$ cat config.mk
export PLATFORM = sky130hd
export DESIGN_NAME = nst_strobe_timer
export DESIGN_NICKNAME = d
export VERILOG_FILES = /design/src/rtl/nst_pkg.sv /design/src/rtl/nst_down_counter.sv /design/src/rtl/nst_cfg_decode.sv /design/src/rtl/nst_strobe_timer.sv
export SDC_FILE = /design/constraint.sdc
export NUM_CORES = 1
export LEC_CHECK = 0
export CORE_ASPECT_RATIO = 1.2
export CORE_MARGIN = 3
export CORE_UTILIZATION = 31
export DETAILED_ROUTE_END_ITERATION = 10
export GPL_TIMING_DRIVEN = 1
export SLEW_MARGIN = 20
export SYNTH_ARGS = -nofsm -noshare
export SYNTH_HDL_FRONTEND = slang
export SYNTH_SLANG_ARGS = --single-unit
$ cat constraint.sdc
create_clock -name clk -period 2.6 [get_ports clk]
set_clock_uncertainty 0.05 [all_clocks]
set_input_delay 0.26 -clock clk [delete_from_list [all_inputs] [get_ports clk]]
set_output_delay 0.26 -clock clk [all_outputs]
set_load 0.02 [all_outputs]
$ cat src/rtl/nst_pkg.sv
package nst_pkg;
  localparam int CFG_W   = 32;
  localparam int POS_W   = 4;
  localparam int TA_W    = 3;
  localparam int BSY_W   = 5;
  localparam int CEL_W   = 2;
  localparam int TA_OFS  = 16;
  localparam int BSY_OFS = TA_OFS + TA_W;
  localparam int CEL_OFS = BSY_OFS + BSY_W;
  localparam int USED_W  = CEL_OFS + CEL_W;
  localparam int CNT_W   = (POS_W + 1 > BSY_W) ? POS_W + 1 : BSY_W;

  typedef enum logic [2:0] {
    S_IDLE, S_CEW, S_LOW, S_HIGH, S_TURN, S_BUSY, S_RB
  } st_e;

  typedef enum logic [1:0] {
    K_DATA = 2'd0, K_CMD = 2'd1, K_ADDR = 2'd2, K_DATA2 = 2'd3
  } kind_e;

  typedef struct packed {
    logic [CNT_W-1:0] wr_lo;
    logic [CNT_W-1:0] wr_hi;
    logic [CNT_W-1:0] rd_lo;
    logic [CNT_W-1:0] rd_hi;
    logic [TA_W-1:0]  ta;
    logic [BSY_W-1:0] bsy;
    logic [CEL_W-1:0] cel;
  } tim_t;
endpackage

$ cat src/rtl/nst_down_counter.sv
module nst_down_counter #(
  parameter int W = 5
) (
  input  logic         clk,
  input  logic         rst_n,
  input  logic         ld,
  input  logic [W-1:0] ld_val,
  output logic         zero_o
);
  logic [W-1:0] cnt_q, cnt_d;

  always_comb begin
    cnt_d = cnt_q;
    if (ld)                cnt_d = ld_val;
    else if (cnt_q != '0)  cnt_d = cnt_q - W'(1);
  end

  always_ff @(posedge clk or negedge rst_n) begin
    if (!rst_n) cnt_q <= '0;
    else        cnt_q <= cnt_d;
  end

  assign zero_o = (cnt_q == '0);
endmodule

$ cat src/rtl/nst_cfg_decode.sv
module nst_cfg_decode
  import nst_pkg::*;
(
  input  logic [CFG_W-1:0] cfg_i,
  output tim_t             tim_o
);
  logic [1:0][CNT_W-1:0] lo_len, hi_len;

  // index 0 = write edges, index 1 = read edges
  for (genvar g = 0; g < 2; g++) begin : g_dir
    logic [POS_W-1:0] lo_pos, hi_pos;
    assign lo_pos    = cfg_i[g*2*POS_W +: POS_W];
    assign hi_pos    = cfg_i[g*2*POS_W + POS_W +: POS_W];
    assign lo_len[g] = CNT_W'(lo_pos) + CNT_W'(1);
    assign hi_len[g] = (hi_pos > lo_pos) ? CNT_W'(hi_pos - lo_pos) : CNT_W'(1);
  end

  assign tim_o.wr_lo = lo_len[0];
  assign tim_o.wr_hi = hi_len[0];
  assign tim_o.rd_lo = lo_len[1];
  assign tim_o.rd_hi = hi_len[1];
  assign tim_o.ta    = cfg_i[TA_OFS  +: TA_W];
  assign tim_o.bsy   = cfg_i[BSY_OFS +: BSY_W];
  assign tim_o.cel   = cfg_i[CEL_OFS +: CEL_W];

  logic unused_cfg_hi;
  assign unused_cfg_hi = ^cfg_i[CFG_W-1:USED_W];
endmodule

$ cat src/rtl/nst_strobe_timer.sv
module nst_strobe_timer
  import nst_pkg::*;
#(
  parameter int DW = 8
) (
  input  logic             clk,
  input  logic             rst_n,
  input  logic [CFG_W-1:0] timing_cfg,
  input  logic             req_valid,
  input  logic             req_write,
  input  logic [1:0]       req_kind,
  input  logic             req_wait_busy,
  input  logic [DW-1:0]    req_wdata,
  output logic             req_ack,
  output logic [DW-1:0]    rd_data,
  output logic             nand_ce_n,
  output logic             nand_we_n,
  output logic             nand_re_n,
  output logic             nand_cle,
  output logic             nand_ale,
  output logic             nand_oe,
  output logic [DW-1:0]    nand_dout,
  input  logic [DW-1:0]    nand_din,
  input  logic             nand_ready
);
  tim_t             live;
  st_e              st_q, st_d;
  logic             accept, finish, ld, zero, cap;
  logic [CNT_W-1:0] ld_val;
  logic [CNT_W-1:0] lo_q, hi_q;
  logic [TA_W-1:0]  ta_q;
  logic [BSY_W-1:0] bsy_q;
  logic             wr_q, wb_q, wr_n;
  kind_e            kind_q, kind_n;
  logic [DW-1:0]    wdata_q, rdata_q;
  logic             ce_n_q, we_n_q, re_n_q, cle_q, ale_q, oe_q, ack_q;

  nst_cfg_decode u_dec (.cfg_i(timing_cfg), .tim_o(live));

  nst_down_counter #(.W(CNT_W)) u_cnt (
    .clk(clk), .rst_n(rst_n), .ld(ld), .ld_val(ld_val), .zero_o(zero)
  );

  assign accept = (st_q == S_IDLE) && !ack_q && req_valid;
  assign cap    = (st_q == S_LOW) && zero && !wr_q;
  assign wr_n   = accept ? req_write : wr_q;
  assign kind_n = accept ? kind_e'(req_kind) : kind_q;

  // next state and counter loads
  always_comb begin
    st_d   = st_q;
    ld     = 1'b0;
    ld_val = '0;
    finish = 1'b0;
    unique case (st_q)
      S_IDLE: if (accept) begin
        ld = 1'b1;
        if (!req_write && live.cel != '0) begin
          st_d   = S_CEW;
          ld_val = CNT_W'(live.cel) - CNT_W'(1);
        end else begin
          st_d   = S_LOW;
          ld_val = (req_write ? live.wr_lo : live.rd_lo) - CNT_W'(1);
        end
      end
      S_CEW: if (zero) begin
        st_d = S_LOW; ld = 1'b1; ld_val = lo_q - CNT_W'(1);
      end
      S_LOW: if (zero) begin
        st_d = S_HIGH; ld = 1'b1; ld_val = hi_q - CNT_W'(1);
      end
      S_HIGH: if (zero) begin
        if (!wr_q) begin
          if (ta_q != '0) begin
            st_d = S_TURN; ld = 1'b1; ld_val = CNT_W'(ta_q) - CNT_W'(1);
          end else finish = 1'b1;
        end else if (wb_q) begin
          if (bsy_q != '0) begin
            st_d = S_BUSY; ld = 1'b1; ld_val = CNT_W'(bsy_q) - CNT_W'(1);
          end else st_d = S_RB;
        end else finish = 1'b1;
      end
      S_TURN: if (zero) finish = 1'b1;
      S_BUSY: if (zero) st_d = S_RB;
      S_RB:   if (nand_ready) finish = 1'b1;
      default: st_d = S_IDLE;
    endcase
    if (finish) st_d = S_IDLE;
  end

  // state and pin registers
  always_ff @(posedge clk or negedge rst_n) begin
    if (!rst_n) begin
      st_q   <= S_IDLE;
      ce_n_q <= 1'b1;
      we_n_q <= 1'b1;
      re_n_q <= 1'b1;
      cle_q  <= 1'b0;
      ale_q  <= 1'b0;
      oe_q   <= 1'b0;
      ack_q  <= 1'b0;
    end else begin
      st_q   <= st_d;
      ce_n_q <= (st_d == S_IDLE);
      we_n_q <= !((st_d == S_LOW) && wr_n);
      re_n_q <= !((st_d == S_LOW) && !wr_n);
      cle_q  <= (st_d != S_IDLE) && (kind_n == K_CMD);
      ale_q  <= (st_d != S_IDLE) && (kind_n == K_ADDR);
      oe_q   <= wr_n && ((st_d == S_LOW) || (st_d == S_HIGH));
      ack_q  <= finish;
    end
  end

  // request fields, enabled on accept
  always_ff @(posedge clk or negedge rst_n) begin
    if (!rst_n) begin
      lo_q    <= '0;
      hi_q    <= '0;
      ta_q    <= '0;
      bsy_q   <= '0;
      wr_q    <= 1'b0;
      wb_q    <= 1'b0;
      kind_q  <= K_DATA;
      wdata_q <= '0;
    end else if (accept) begin
      lo_q    <= req_write ? live.wr_lo : live.rd_lo;
      hi_q    <= req_write ? live.wr_hi : live.rd_hi;
      ta_q    <= live.ta;
      bsy_q   <= live.bsy;
      wr_q    <= req_write;
      wb_q    <= req_wait_busy;
      kind_q  <= kind_e'(req_kind);
      wdata_q <= req_wdata;
    end
  end

  // read capture, enabled in last low clock
  always_ff @(posedge clk or negedge rst_n) begin
    if (!rst_n)   rdata_q <= '0;
    else if (cap) rdata_q <= nand_din;
  end

  assign req_ack   = ack_q;
  assign rd_data   = rdata_q;
  assign nand_ce_n = ce_n_q;
  assign nand_we_n = we_n_q;
  assign nand_re_n = re_n_q;
  assign nand_cle  = cle_q;
  assign nand_ale  = ale_q;
  assign nand_oe   = oe_q;
  assign nand_dout = wdata_q;
endmodule

After elaboration in Yosys (flattened, before gate mapping)
Index checks and enable logic that the tools add are counted.

operators by class
  mux-type cells = 44
  equality and inequality tests = 10
  $lt $le $gt $ge = 2
  reduce and logical (&&, ||, !) cells = 28
  add/subtract/negate cells = 11

operators with widths
  cell                                                  number
  2-to-1 mux 5 bit                                      15
  2-to-1 mux 3 bit                                      9
  subtractor 5 x 1 -> 5 bit (second input constant)     5
  case mux 5 bit (4 select lines)                       1
  case mux 3 bit (6 select lines)                       1
  2-to-1 mux 1 bit                                      13
  equality test 3 x 2 -> 1 bit (second input constant)  4
  adder 4 x 1 -> 5 bit (second input constant)          2
  logical AND 1 bit                                     10
  nonzero test 5 bit                                    2
  subtractor 4 x 4 -> 5 bit                             2
  equality test 3 bit (second input constant)           3
  > comparator 4 bit                                    2
  logical NOT 1 bit                                     6
  logical NOT 3 bit                                     2
  2-to-1 mux 2 bit                                      3
  case mux 1 bit (3 select lines)                       2
  nonzero test 3 bit                                    2
  logical NOT 5 bit                                     1
  nonzero test 2 bit                                    2
  OR reduction 2 bit                                    2
  subtractor 3 x 1 -> 4 bit (second input constant)     1
  equality test 3 x 1 -> 1 bit (second input constant)  1
  subtractor 2 x 1 -> 3 bit (second input constant)     1
  other kinds (3)                                       3

storage, ports and cells
  output and inout port bits = 23
  input port bits = 56
  register bits after elaboration = 53

Logic depth before layout (Yosys ltp)
Gate-level depths: netlist (run 1).

  depth after elaboration = 10
  depth in mapped cells = 11
  depth with buffers taken out = 10

Hierarchy
Synthesis (run 1) repeated with hierarchy kept, for this count alone.

unflattened totals
  cell total of the unflattened synthesis = 383
  area total of the unflattened synthesis = 3457.1 µm²

by module, submodules not included
  module            area each (µm²)  cells each  seq. area each (µm²)  instances
  nst_strobe_timer  2635.0           282         1204.9                1
  nst_cfg_decode    543.0            74          0.0                   1
  nst_down_counter  279.0            27          125.1                 1

Worst setup path before layout (run 1)
OpenSTA, ideal clock, no wires.

  path type = input -> register
  from = input port req_write
  to = register u_cnt.cnt_q[3]
  library setup time = 139 ps
  setup slack = 222 ps
  cell stages on the path = 10
  arrival = 2189 ps
  required time = 2411 ps
  cell sequence = clkbuf_1 > clkbuf_1 > o21ai_0 > ha_1 > nor2b_1 > mux2i_1 > xor2_1 > or3_1 > a21oi_1 > o221ai_1

on the way
  longest elaborated chain between the ends = 6
  elaborated cells on any way between the ends = 8

RTL lines
  element                                                         line                                            text
  start, declared                                                 nst_strobe_timer.sv:10                          input logic req_write,
  2-to-1 mux 5 bit or logical NOT 1 bit (tied branches)           nst_strobe_timer.sv:63, nst_strobe_timer.sv:58
  subtractor 5 x 1 -> 5 bit or logical AND 1 bit (tied branches)  nst_strobe_timer.sv:63, nst_strobe_timer.sv:58
  2-to-1 mux 5 bit *                                              nst_strobe_timer.sv:58                          if (!req_write && live.cel != '0) begin
  2-to-1 mux 5 bit *                                              nst_strobe_timer.sv:56                          S_IDLE: if (accept) begin
  case mux 5 bit (4 select lines) *                               nst_strobe_timer.sv:55                          unique case (st_q)
  2-to-1 mux 5 bit *                                              nst_down_counter.sv:14                          if (ld) cnt_d = ld_val;
  end signal, assigned                                            nst_down_counter.sv:20                          else cnt_q <= cnt_d;
  end, declared                                                   nst_down_counter.sv:10                          logic [W-1:0] cnt_q, cnt_d;

Every way passes the cells marked *; elsewhere a longest branch is shown, timed or not.
A chain may end at the register's enable or synchronous reset.

Worst setup path after layout (run 1)
Same ends and word-level chain as after synthesis.

==> results of run 1 <==
==> placed cells by master, fill, tap and decap left out, types with 4 or more instances in the layout <==
master,count
and3_1,4
a221o_1,5
nor2_1,16
a21oi_1,18
buf_4,18
dfrtp_1,50
o21ai_1,4
mux2_1,8
clkdlybuf4s50_1,71
nor3_1,7
mux2i_1,8
inv_1,26
clkbuf_16,5
nor2b_1,4
nand2_1,82
xnor2_1,10
o21ai_0,19
xor2_1,6
ha_1,17
o22ai_1,6
nand3_1,6
nand2b_1,6
==> final cells by class <==
| class | instances | area share (%) |
|---|---|---|
| multi-input cells | 277 | 41.2 |
| flip-flops and latches | 53 | 30.2 |
| repair buffers | 90 | 19.3 |
| well taps | 126 | 3.58 |
| clock buffers | 5 | 2.84 |
| inverters | 26 | 2.22 |
| clock inverters | 3 | 0.597 |
==> worst max-delay path, cell delays in order <==
cell and delay, ns:
clkdlybuf4s50_1 0.57, buf_4 0.20, nand2_1 0.05, o21ai_0 0.13
ha_1 0.32, nor2_1 0.12, mux2i_1 0.09, xor2_1 0.17
or3_1 0.31, a21oi_1 0.16, o221ai_1 0.13
==> metal layers <==
metal,vias up,global-route usage [%],routed length [um]
met1,1394,17.5,3450
met4,0,4.04,163
met2,56,24.9,4260
met5,-,0,0
li1,1446,-,-
met3,14,1.99,261
==> sequential cells by signal, indices dropped and copies added (netlist names), 2 cells and up <==
name	flops
bsy_q	5
hi_q	5
kind_q	2
lo_q	5
nand_dout	8
rd_data	8
st_q	3
ta_q	3
u_cnt.cnt_q	5
==> worst min path at each step <==
| stage | from | endpoint | slack, ns | cells after the start |
|---|---|---|---|---|
| floorplan | rst_n | bsy_q[0]$_DFFE_PN0N_ | -0.09 | 0 |
| global placement | rst_n | rd_data[6]$_DFFE_PN0P_ | 0.37 | 2 |
| detailed placement | rst_n | rd_data[6]$_DFFE_PN0P_ | 0.37 | 2 |
| CTS | rst_n | rd_data[6]$_DFFE_PN0P_ | 0.06 | 2 |
| global route | rst_n | rd_data[6]$_DFFE_PN0P_ | 0.10 | 2 |
| finish | rst_n | rd_data[6]$_DFFE_PN0P_ | 0.02 | 2 |
==> power breakdown <==
part / total, uW / switching [uW] / internal (uW)
clock network: 675 / 311 / 364
registers: 1420 / 256 / 1160
logic: 2050 / 1100 / 949
==> metrics by stage <==
stage               power [uW]  instance area (um^2)  setup TNS [ns]  worst slack, ns
finish                    4150                  4400               0            0.194
global route              4480                  4400               0           0.0541
CTS                       4190                  4400               0            0.205
detailed placement        3490                  4250         -0.0924          -0.0924
global placement          3440                  4250         -0.0351          -0.0351
floorplan                 2780                  3300               0            0.222
==> logic make-up (layout without fill, tap and decap cells) <==
| logic type | count (synthesis) | after routing | share of synthesized area (%) |
|---|---|---|---|
| and+or+nand+nor | 146 | 146 | 21.8 |
| AOI/OAI and AO/OA | 79 | 79 | 15.7 |
| DFF | 53 | 53 | 40.3 |
| buffers and inverters | 40 | 124 | 4.85 |
| adders and majority gates | 19 | 19 | 7.66 |
| muxes | 17 | 17 | 5.50 |
| xor gates and xnor gates | 16 | 16 | 4.25 |
==> what timing repair did <==
item                                    CTS  global route
endpoints found under the setup margin    0             3
gates resized for setup                   0             1
hold endpoints to repair                  0             0
hold buffers                              0             0
==> out/results.tsv, run 1 <==
stage	metric	value	unit
worst_setup_path	crit path kind	primary input to flop	
synth	post-synthesis cell count	370	
pwr	Pwr Density	942	nW/um^2
worst_setup_path	Critical Path Source	req_write	
synth	async set or reset register ratio after synthesis	100	%
synth	Synth cell types	57	
placement	post-DP HPWL	6400	um
layout	# nets final	528	
synth	top cell type's share of synthesized area	37.9	%
grt	vias in the first global route	2878	
worst_setup_path	CP startpoint kind	primary input	
timing	Max Fclk	416	MHz
grt	first-pass GRT wire length	13800	um
detailed_routing	ANT nets after route	0	
synth	Commonest cells post-synth	82 x nand2_1, 50 x dfrtp_1, 26 x inv_1	
timing	Period Utilization, post-route	92.5	%
clock_network	clock root cell	clkbuf_16	
run	Max Cap Viol	0	
timing	Hold WS	0.0250	ns
layout	area occupied by registers	1330	um^2
min_path	Min-Delay Path Class	primary input to async pin	
pwr	leak pwr	0.00199	uW
synth	Mapped Area	3300	um^2
timing	Final min period	2.41	ns
detailed_routing	DRT Wirelength	8140	um
clock_network	setup repair bufs after CTS	0	
timing	Slew Viols, Final	0	
detailed_routing	First-pass DRT Iterations	4	
layout	combined area of the multi-input logic cells	1810	um^2
layout	fillers	1048	
detailed_routing	Detailed Route Iter0 Violations	136	
timing	Max-slew headroom	56.6	%
grt	initial antenna violation count	0	
synth	YS warnings	0	
die	# rows	40	
die	Core ar.	10200	um^2
clock_network	H-Tree Depth	2	
synth	cell types occupying the most area after synthesis	dfrtp_1 38%, nand2_1 9.3%, ha_1 6.4%	
die	Die Y-Extent	119	um
clock_network	cts bufs inserted	5	
timing	Worst-Margin Slew	0.652	ns
synth	Net Count, Synth	445	
synth	top-count cell post-synth	nand2_1	
worst_setup_path	Worst Reg-to-Reg Cells	6	
layout	fin cells	580	
worst_setup_path	R2R Setup Slk	0.23	ns
worst_setup_path	Setup crit end kind	flop	
clock_network	clock tree from TritonCTS	built	
synth	sequential area share after synthesis	40.3	%
layout	Ant. Diodes	0	
synth	Yosys top cell by area	dfrtp_1	
detailed_routing	drt drc	0	
die	io pins	79	
detailed_routing	vias	2910	
worst_setup_path	R2R Path Start	u_cnt.cnt_q[0]$_DFFE_PN0P_	
die	Die Span X	100	um
placement	GPL Wtd Cong	0.830	
synth	Most used DFF post-synth	dfrtp_1	
status	status	completed	
grt	total gr overflow	0	
worst_setup_path	CP max FO	8	
detailed_routing	wire per inst	14.0	um
synth	Synth Register Bits	53	
layout	ratio of cells with drive above 1 in the final layout	8.81	%
timing	RSZ-0062 raised after global routing	no	
detailed_routing	DR vias/cell	5.02	
clock_network	clk slew on worst S/H paths	0.07	ns
layout	Util after Layout	43.1	%
layout	Syn-to-layout area delta	33.3	%
clock_network	later-pin clock latency in the skew report	0.29	ns
grt	Tot GR Track Use	14.0	%
timing	Hold Fails Final Rpt	0	
die	Die ar.	11900	um^2
worst_setup_path	Reg-to-Reg End	rd_data[6]$_DFFE_PN0P_	
synth	syn_area_per_cell	8.92	um^2
placement	dpl cells	572	
clock_network	CTS Buffer Depth	2	
pwr	maximum vdd drop	0.000333	V
worst_setup_path	Worst EP required	2.71	ns
placement	I/O Buffers	72	
synth	Post-synth EDFFs	0	
timing	number of setup violations in the final report	0	
grt	largest net degree at the start of global routing	54	
worst_setup_path	CP arrival	2.52	ns
die	Initial Util	32.3	%
clock_network	clock sinks	53	
worst_setup_path	Setup crit end	u_cnt.cnt_q[3]$_DFFE_PN0P_	
Note: power is estimated with default switching activity, not from simulation.
==> run 2: changes to the inputs <==
Settings changed: RECOVER_POWER set to 25.
==> run 2 against run 1 <==
Compared with the run above: register-to-register slack is essentially flat; fmax is essentially flat; sequential cell count is the same; global-route usage is the same; wire length is essentially flat; clock power is essentially flat; critical path type unchanged; critical endpoint unchanged; largest cell class unchanged.
==> out/results.tsv, run 2 (synthesized netlist as in run 1, its figures left out) <==
stage	metric	value	unit	change
status	status	completed		unchanged
clock_network	CTS Buffer Depth	2		unchanged
die	Die ar.	11900	um^2	unchanged
timing	Max-slew headroom	15.5	%	was 56.6%
detailed_routing	Detailed Route Iter0 Violations	136		unchanged
pwr	leak pwr	0.00199	uW	about the same
pwr	total power	4140	uW	was 4150 uW
layout	Ant. Diodes	0		unchanged
grt	Tot GR Track Use	14.0	%	unchanged
placement	dpl cells	572		unchanged
timing	Worst-Margin Slew	1.27	ns	was 0.652 ns
layout	Syn-to-layout area delta	33.2	%	was 33.3%
grt	first-pass GRT wire length	13800	um	unchanged
timing	Period Utilization, post-route	92.5	%	about the same
layout	ratio of cells with drive above 1 in the final layout	8.81	%	unchanged
worst_setup_path	Worst Reg-to-Reg Cells	6		unchanged
timing	number of setup violations in the final report	0		unchanged
placement	I/O Buffers	72		unchanged
detailed_routing	drt drc	0		unchanged
clock_network	clock tree from TritonCTS	built		unchanged
worst_setup_path	Crit-path slowest cell	clkdlybuf4s50_1		unchanged
run	Max Cap Viol	0		unchanged
timing	Slew Viols, Final	0		unchanged
grt	met1 usage	17.5	%	unchanged
layout	fin cells	580		unchanged
layout	fillers	1047		was 1048
die	Initial Util	32.3	%	unchanged
grt	GRT met3 Usage	1.99	%	unchanged
die	# rows	40		unchanged
die	io pins	79		unchanged
grt	total gr overflow	0		unchanged
timing	RSZ-0062 raised after global routing	no		unchanged
grt	grt peak-use layer	met2		unchanged
detailed_routing	vias	2910		unchanged
timing	Max Fclk	416	MHz	about the same
worst_setup_path	crit path cell chain	clkdlybuf4s50_1 -> buf_4 -> nand2_1 -> o21ai_0 -> ha_1 -> nor2_1 -> mux2i_1 -> xor2_1 -> or3_1 -> a21oi_1 -> o221ai_1		unchanged
die	Die Y-Extent	119	um	unchanged
worst_setup_path	Worst path max stage delay	0.57	ns	about the same
clock_network	clock root cell	clkbuf_16		unchanged
detailed_routing	DR vias/cell	5.02		unchanged
clock_network	clk slew on worst S/H paths	0.07	ns	about the same
clock_network	hold_buf cts	0		unchanged
worst_setup_path	CP startpoint kind	primary input		unchanged
clock_network	later-pin clock latency in the skew report	0.29	ns	about the same
grt	vias in the first global route	2878		unchanged
placement	GPL Wtd Cong	0.830		unchanged
grt	grt met2 use	24.9	%	unchanged
layout	Util after Layout	43.1	%	about the same
die	Die Span X	100	um	unchanged
detailed_routing	First-pass DRT Iterations	4		unchanged
clock_network	H-Tree Depth	2		unchanged
detailed_routing	DRT Wirelength	8140	um	about the same
die	Core ar.	10200	um^2	unchanged
timing	Final min period	2.41	ns	about the same
pwr	maximum vdd drop	0.000333	V	about the same
grt	largest net degree at the start of global routing	54		unchanged
layout	# nets final	528		unchanged
timing	Hold Fails Final Rpt	0		unchanged
worst_setup_path	CP max FO	8		unchanged
timing	Hold WS	0.269	ns	was 0.0250 ns
min_path	Min-Delay Path Class	primary input to async pin		unchanged
worst_setup_path	Setup crit end kind	flop		unchanged
layout	commonest non-fill, non-tap cell in the layout	nand2_1		unchanged
worst_setup_path	CP arrival	2.52	ns	about the same
pwr	Pwr Density	943	nW/um^2	was 942 nW/um^2
worst_setup_path	crit path kind	primary input to flop		unchanged
clock_network	cts bufs inserted	5		unchanged
clock_network	clock sinks	53		unchanged
grt	initial antenna violation count	0		unchanged
clock_network	setup repair bufs after CTS	0		unchanged
detailed_routing	ANT nets after route	0		unchanged
layout	most frequent cells in the layout	82 x nand2_1, 71 x clkdlybuf4s50_1, 50 x dfrtp_1		unchanged
placement	post-DP HPWL	6400	um	unchanged
worst_setup_path	Worst EP required	2.71	ns	about the same
detailed_routing	wire per inst	14.0	um	about the same
## run 2: changes by cell type in the layout (fill, tap and decap cells not counted)
cell / change
buf_4: -1
clkbuf_2: +1
## run 2: power breakdown
part / internal (uW) / leakage, uW / switching, uW
combinational: 948 / 0.00125 / 1100
sequential: 1160 / 0.000667 / 256
clock: 364 / 0.0000680 / 311
## run 2: path summary, 6_finish.rpt
kind / startpoint / endpoint / slack (ns)
min: rst_n / rd_data[6]$_DFFE_PN0P_ / 0.27
min reg2reg: nand_dout[2]$_DFFE_PN0N_ / nand_dout[2]$_DFFE_PN0N_ / 0.43
max: req_write / u_cnt.cnt_q[3]$_DFFE_PN0P_ / 0.19
max reg2reg: u_cnt.cnt_q[0]$_DFFE_PN0P_ / rd_data[6]$_DFFE_PN0P_ / 0.23
max in group asynchronous: rst_n / lo_q[4]$_DFFE_PN0N_ / 1.46
min in group clk: nand_dout[2]$_DFFE_PN0N_ / nand_dout[2]$_DFFE_PN0N_ / 0.43
## run 2: repair_timing
| item | 4_1_cts | 5_1_grt |
|---|---|---|
| setup endpoints to repair | 0 | 3 |
| resized for setup | 0 | 1 |
| endpoints found under the hold margin | 0 | 0 |
## run 2: layout make-up
type | instances | area, um^2 | area share, %
sequential | 53 | 1330 | 30.3
timing repair buffer | 90 | 848 | 19.3
clock inverter | 3 | 26.3 | 0.598
multi-input combinational | 277 | 1810 | 41.2
tap | 126 | 158 | 3.59
inverter | 26 | 97.6 | 2.22
clock buffer | 5 | 125 | 2.85
## run 2: layer usage
layer,up-vias,share of wire (%)
li1,1446,-
met1,1394,42
met2,56,52
met3,14,3.2
met4,0,2.0
met5,-,0
## run 2: metrics by stage
step                cell area (um^2)  setup WS [ns]  TNS, ns
floorplan                       3300          0.222        0
global placement                4250        -0.0351  -0.0351
detailed placement              4250        -0.0924  -0.0924
CTS                             4400          0.205        0
global route                    4400         0.0541        0
finish                          4400          0.194        0
## run 2: critical path, delay by kind of cell
family                   cells  cell delay, ns
AO/OA/AOI/OAI                3            0.42
XOR/XNOR                     1            0.17
adder cells (fa/ha/maj)      1            0.32
buffers and inverters        2            0.77
multiplexers                 1            0.09
AND/OR/NAND/NOR              3            0.48
==> run 3: changes to the inputs <==
Settings changed: SYNTH_HIERARCHICAL set to 1.
==> run 3 against run 2 <==
Compared with the run above: synthesized cell count up 3.5%; critical path depth down 3; largest power group unchanged; final cell count down 0.52%; wire length down 2.2%; register-to-register slack better by 0.07 ns; clock power up 3%; cell area up 0.65%; sequential share of layout area down 0.20 points; fmax up 4.5%; critical endpoint is now u_cnt/cnt_q[2]$_DFFE_PN0P_; via count down 3.4%; critical path type is now flop to flop; setup slack better by 0.10 ns.
==> out/results.tsv, run 3 <==
stage	metric	value	unit	change
synth	sequential area share after synthesis	38.5	%	was 40.3%
die	Core ar.	10700	um^2	was 10200 um^2
clock_network	clk slew on worst S/H paths	0.07	ns	about the same
timing	RSZ-0062 raised after global routing	no		unchanged
synth	post-synthesis cell count	383		was 370
placement	I/O Buffers	72		unchanged
grt	Tot GR Track Use	13.4	%	was 14.0%
layout	most frequent cells in the layout	74 x nand2_1, 71 x clkdlybuf4s50_1, 50 x dfrtp_1		was 82 x nand2_1, 71 x clkdlybuf4s50_1, 50 x dfrtp_1
clock_network	CTS Buffer Depth	2		unchanged
worst_setup_path	Worst path max stage delay	0.50	ns	was 0.57 ns
status	status	completed		unchanged
synth	YS warnings	6		was 0
grt	initial antenna violation count	0		unchanged
synth	Commonest cells post-synth	74 x nand2_1, 50 x dfrtp_1, 29 x inv_1		was 82 x nand2_1, 50 x dfrtp_1, 26 x inv_1
worst_setup_path	Worst EP required	2.74	ns	was 2.71 ns
detailed_routing	DRT Wirelength	7960	um	was 8140 um
timing	Final TNS setup	0	ns	unchanged
layout	commonest non-fill, non-tap cell in the layout	nand2_1		unchanged
detailed_routing	DR vias/cell	4.87		was 5.02
die	Die Y-Extent	122	um	was 119 um
grt	vias in the first global route	2887		was 2878
detailed_routing	First-pass DRT Iterations	4		unchanged
die	Die ar.	12500	um^2	was 11900 um^2
timing	Max Fclk	434	MHz	was 416 MHz
synth	Synth Register Bits	53		unchanged
worst_setup_path	CP max FO	10		was 8
run	Max Cap Viol	0		unchanged
worst_setup_path	Setup crit end kind	flop		unchanged
clock_network	hold_buf cts	0		unchanged
die	Die Span X	102	um	was 100 um
clock_network	clock sinks	53		unchanged
grt	first-pass GRT wire length	13600	um	was 13800 um
worst_setup_path	Crit-path slowest cell	or4b_4		was clkdlybuf4s50_1
synth	Net Count, Synth	458		was 445
layout	# nets final	522		was 528
timing	Slew Viols, Final	0		unchanged
detailed_routing	Detailed Route Iter0 Violations	132		was 136
synth	Most used DFF post-synth	dfrtp_1		unchanged
layout	fillers	1052		was 1047
pwr	Pwr Density	1040	nW/um^2	was 943 nW/um^2
synth	Mapped Area	3460	um^2	was 3300 um^2
timing	Period Utilization, post-route	88.5	%	was 92.5%
placement	post-DP HPWL	6190	um	was 6400 um
detailed_routing	ANT nets after route	0		unchanged
placement	dpl cells	569		was 572
clock_network	clock root cell	clkbuf_16		unchanged
worst_setup_path	CP arrival	2.44	ns	was 2.52 ns
timing	Final min period	2.30	ns	was 2.41 ns
worst_setup_path	CP delay by family, top	simple AND/OR/NAND/NOR gates		was buffers and inverters
worst_setup_path	crit path kind	flop to flop		was primary input to flop
grt	largest net degree at the start of global routing	54		unchanged
pwr	maximum vdd drop	0.000346	V	was 0.000333 V
worst_setup_path	CP startpoint kind	flop		was primary input
timing	number of setup violations in the final report	0		unchanged
detailed_routing	vias	2812		was 2910
layout	Ant. Diodes	0		unchanged
timing	Hold Fails Final Rpt	0		unchanged
die	io pins	79		unchanged
timing	Hold WS	0.270	ns	was 0.269 ns
worst_setup_path	crit path cell chain	inv_1 -> ha_1 -> or4b_4 -> nand3_1 -> nand4_1 -> o211ai_1 -> nand2_1 -> o31ai_1		was clkdlybuf4s50_1 -> buf_4 -> nand2_1 -> o21ai_0 -> ha_1 -> nor2_1 -> mux2i_1 -> xor2_1 -> or3_1 -> a21oi_1 -> o221ai_1
synth	Post-synth EDFFs	0		unchanged
layout	ratio of cells with drive above 1 in the final layout	10.3	%	was 8.81%
layout	area occupied by registers	1330	um^2	unchanged
worst_setup_path	Buf/Inv on CP	1		was 2
grt	total gr overflow	0		unchanged
clock_network	H-Tree Depth	2		unchanged
clock_network	setup repair bufs after CTS	0		unchanged
synth	Synth cell types	60		was 57
layout	fin cells	577		was 580
synth	Yosys top cell by area	dfrtp_1		unchanged
timing	Max-slew headroom	14.1	%	was 15.5%
clock_network	post-cts resize count	0		unchanged
placement	GPL Wtd Cong	0.794		was 0.830
detailed_routing	wire per inst	13.8	um	was 14.0 um
layout	Syn-to-layout area delta	28.0	%	was 33.2%
detailed_routing	drt drc	0		unchanged
clock_network	cts bufs inserted	5		unchanged
die	Initial Util	32.2	%	was 32.3%
layout	combined area of the multi-input logic cells	1880	um^2	was 1810 um^2
clock_network	later-pin clock latency in the skew report	0.29	ns	about the same
timing	Worst-Margin Slew	1.29	ns	was 1.27 ns
pwr	leak pwr	0.00199	uW	about the same
min_path	Min-Delay Path Class	primary input to async pin		unchanged
synth	async set or reset register ratio after synthesis	100	%	unchanged
synth	top-count cell post-synth	nand2_1		unchanged
die	# rows	41		was 40
synth	top cell type's share of synthesized area	36.2	%	was 37.9%
synth	cell types occupying the most area after synthesis	dfrtp_1 36%, nand2_1 8.0%, ha_1 6.2%		was dfrtp_1 38%, nand2_1 9.3%, ha_1 6.4%
clock_network	clock tree from TritonCTS	built		unchanged
synth	syn_area_per_cell	9.03	um^2	was 8.92 um^2
-- run 3: cell types whose count changed in the layout (fill, tap and decap cells not counted), sizes merged, moves of 4 or more --
cell | before | now
nor2 | 16 | 10
mux2i | 8 | 13
buf | 18 | 10
and2 | 2 | 6
nand3 | 7 | 14
nand2 | 82 | 74
xnor2 | 10 | 14
a21oi | 19 | 10
-- run 3: final timing paths --
| kind | startpoint | endpoint | slack, ns | cells past startpoint |
|---|---|---|---|---|
| worst max-delay path | bsy_q[0]$_DFFE_PN0N_ | u_cnt/cnt_q[2]$_DFFE_PN0P_ | 0.30 | 8 |
| worst min-delay path | rst_n | nand_dout[1]$_DFFE_PN0N_ | 0.27 | 2 |
| worst max register to register | bsy_q[0]$_DFFE_PN0N_ | u_cnt/cnt_q[2]$_DFFE_PN0P_ | 0.30 | 8 |
| worst min register to register | nand_dout[3]$_DFFE_PN0N_ | nand_dout[3]$_DFFE_PN0N_ | 0.43 | 2 |
| max in group asynchronous | rst_n | u_cnt/cnt_q[1]$_DFFE_PN0P_ | 1.43 | 2 |
| min in group clk | nand_dout[3]$_DFFE_PN0N_ | nand_dout[3]$_DFFE_PN0N_ | 0.43 | 2 |
-- run 3: stage by stage --
stage	worst slack (ns)	area (um^2)	utilization, %	power, uW
2_1_floorplan	0.332	3460	-	3130
3_3_place_gp	0.0979	4270	39.9	3860
5_1_grt	0.0970	4430	41.3	4970
3_5_place_dp	0.0357	4270	39.9	3920
6_report	0.298	4430	41.3	4580
4_1_cts	0.268	4430	41.3	4630
-- run 3: cells by family after synthesis --
group                    after synthesis  share of synthesized area, %
XOR/XNOR                              23                          5.83
AND/OR/NAND/NOR                      141                          20.7
multiplexers                          23                          7.02
AO/OA/AOI/OAI                         70                          13.6
adder cells (fa/ha/maj)               19                          7.31
buffers and inverters                 54                          7.09
flip-flops                            53                          38.5
-- run 3: report_power, final --
group,leakage [uW],internal (uW),switching (uW)
combinational,0.00125,1110,1230
sequential,0.000662,1210,334
clock,0.0000735,387,306
-- run 3: routing by layer --
metal  vias up  track usage (%)  wire (um)
met1      1323             17.4       3530
met5         -                0          0
met2        42             23.3       4120
li1       1441                -          -
met4         0             3.20         88
met3         6             2.00        225
-- run 3: final cells by class --
type / count / area share, %
multi-input cells: 276 / 42.5
clock buffers: 6 / 3.14
repair buffers: 82 / 17.8
inverters: 29 / 2.46
well taps: 129 / 3.65
clock inverters: 2 / 0.368
flip-flops and latches: 53 / 30.1
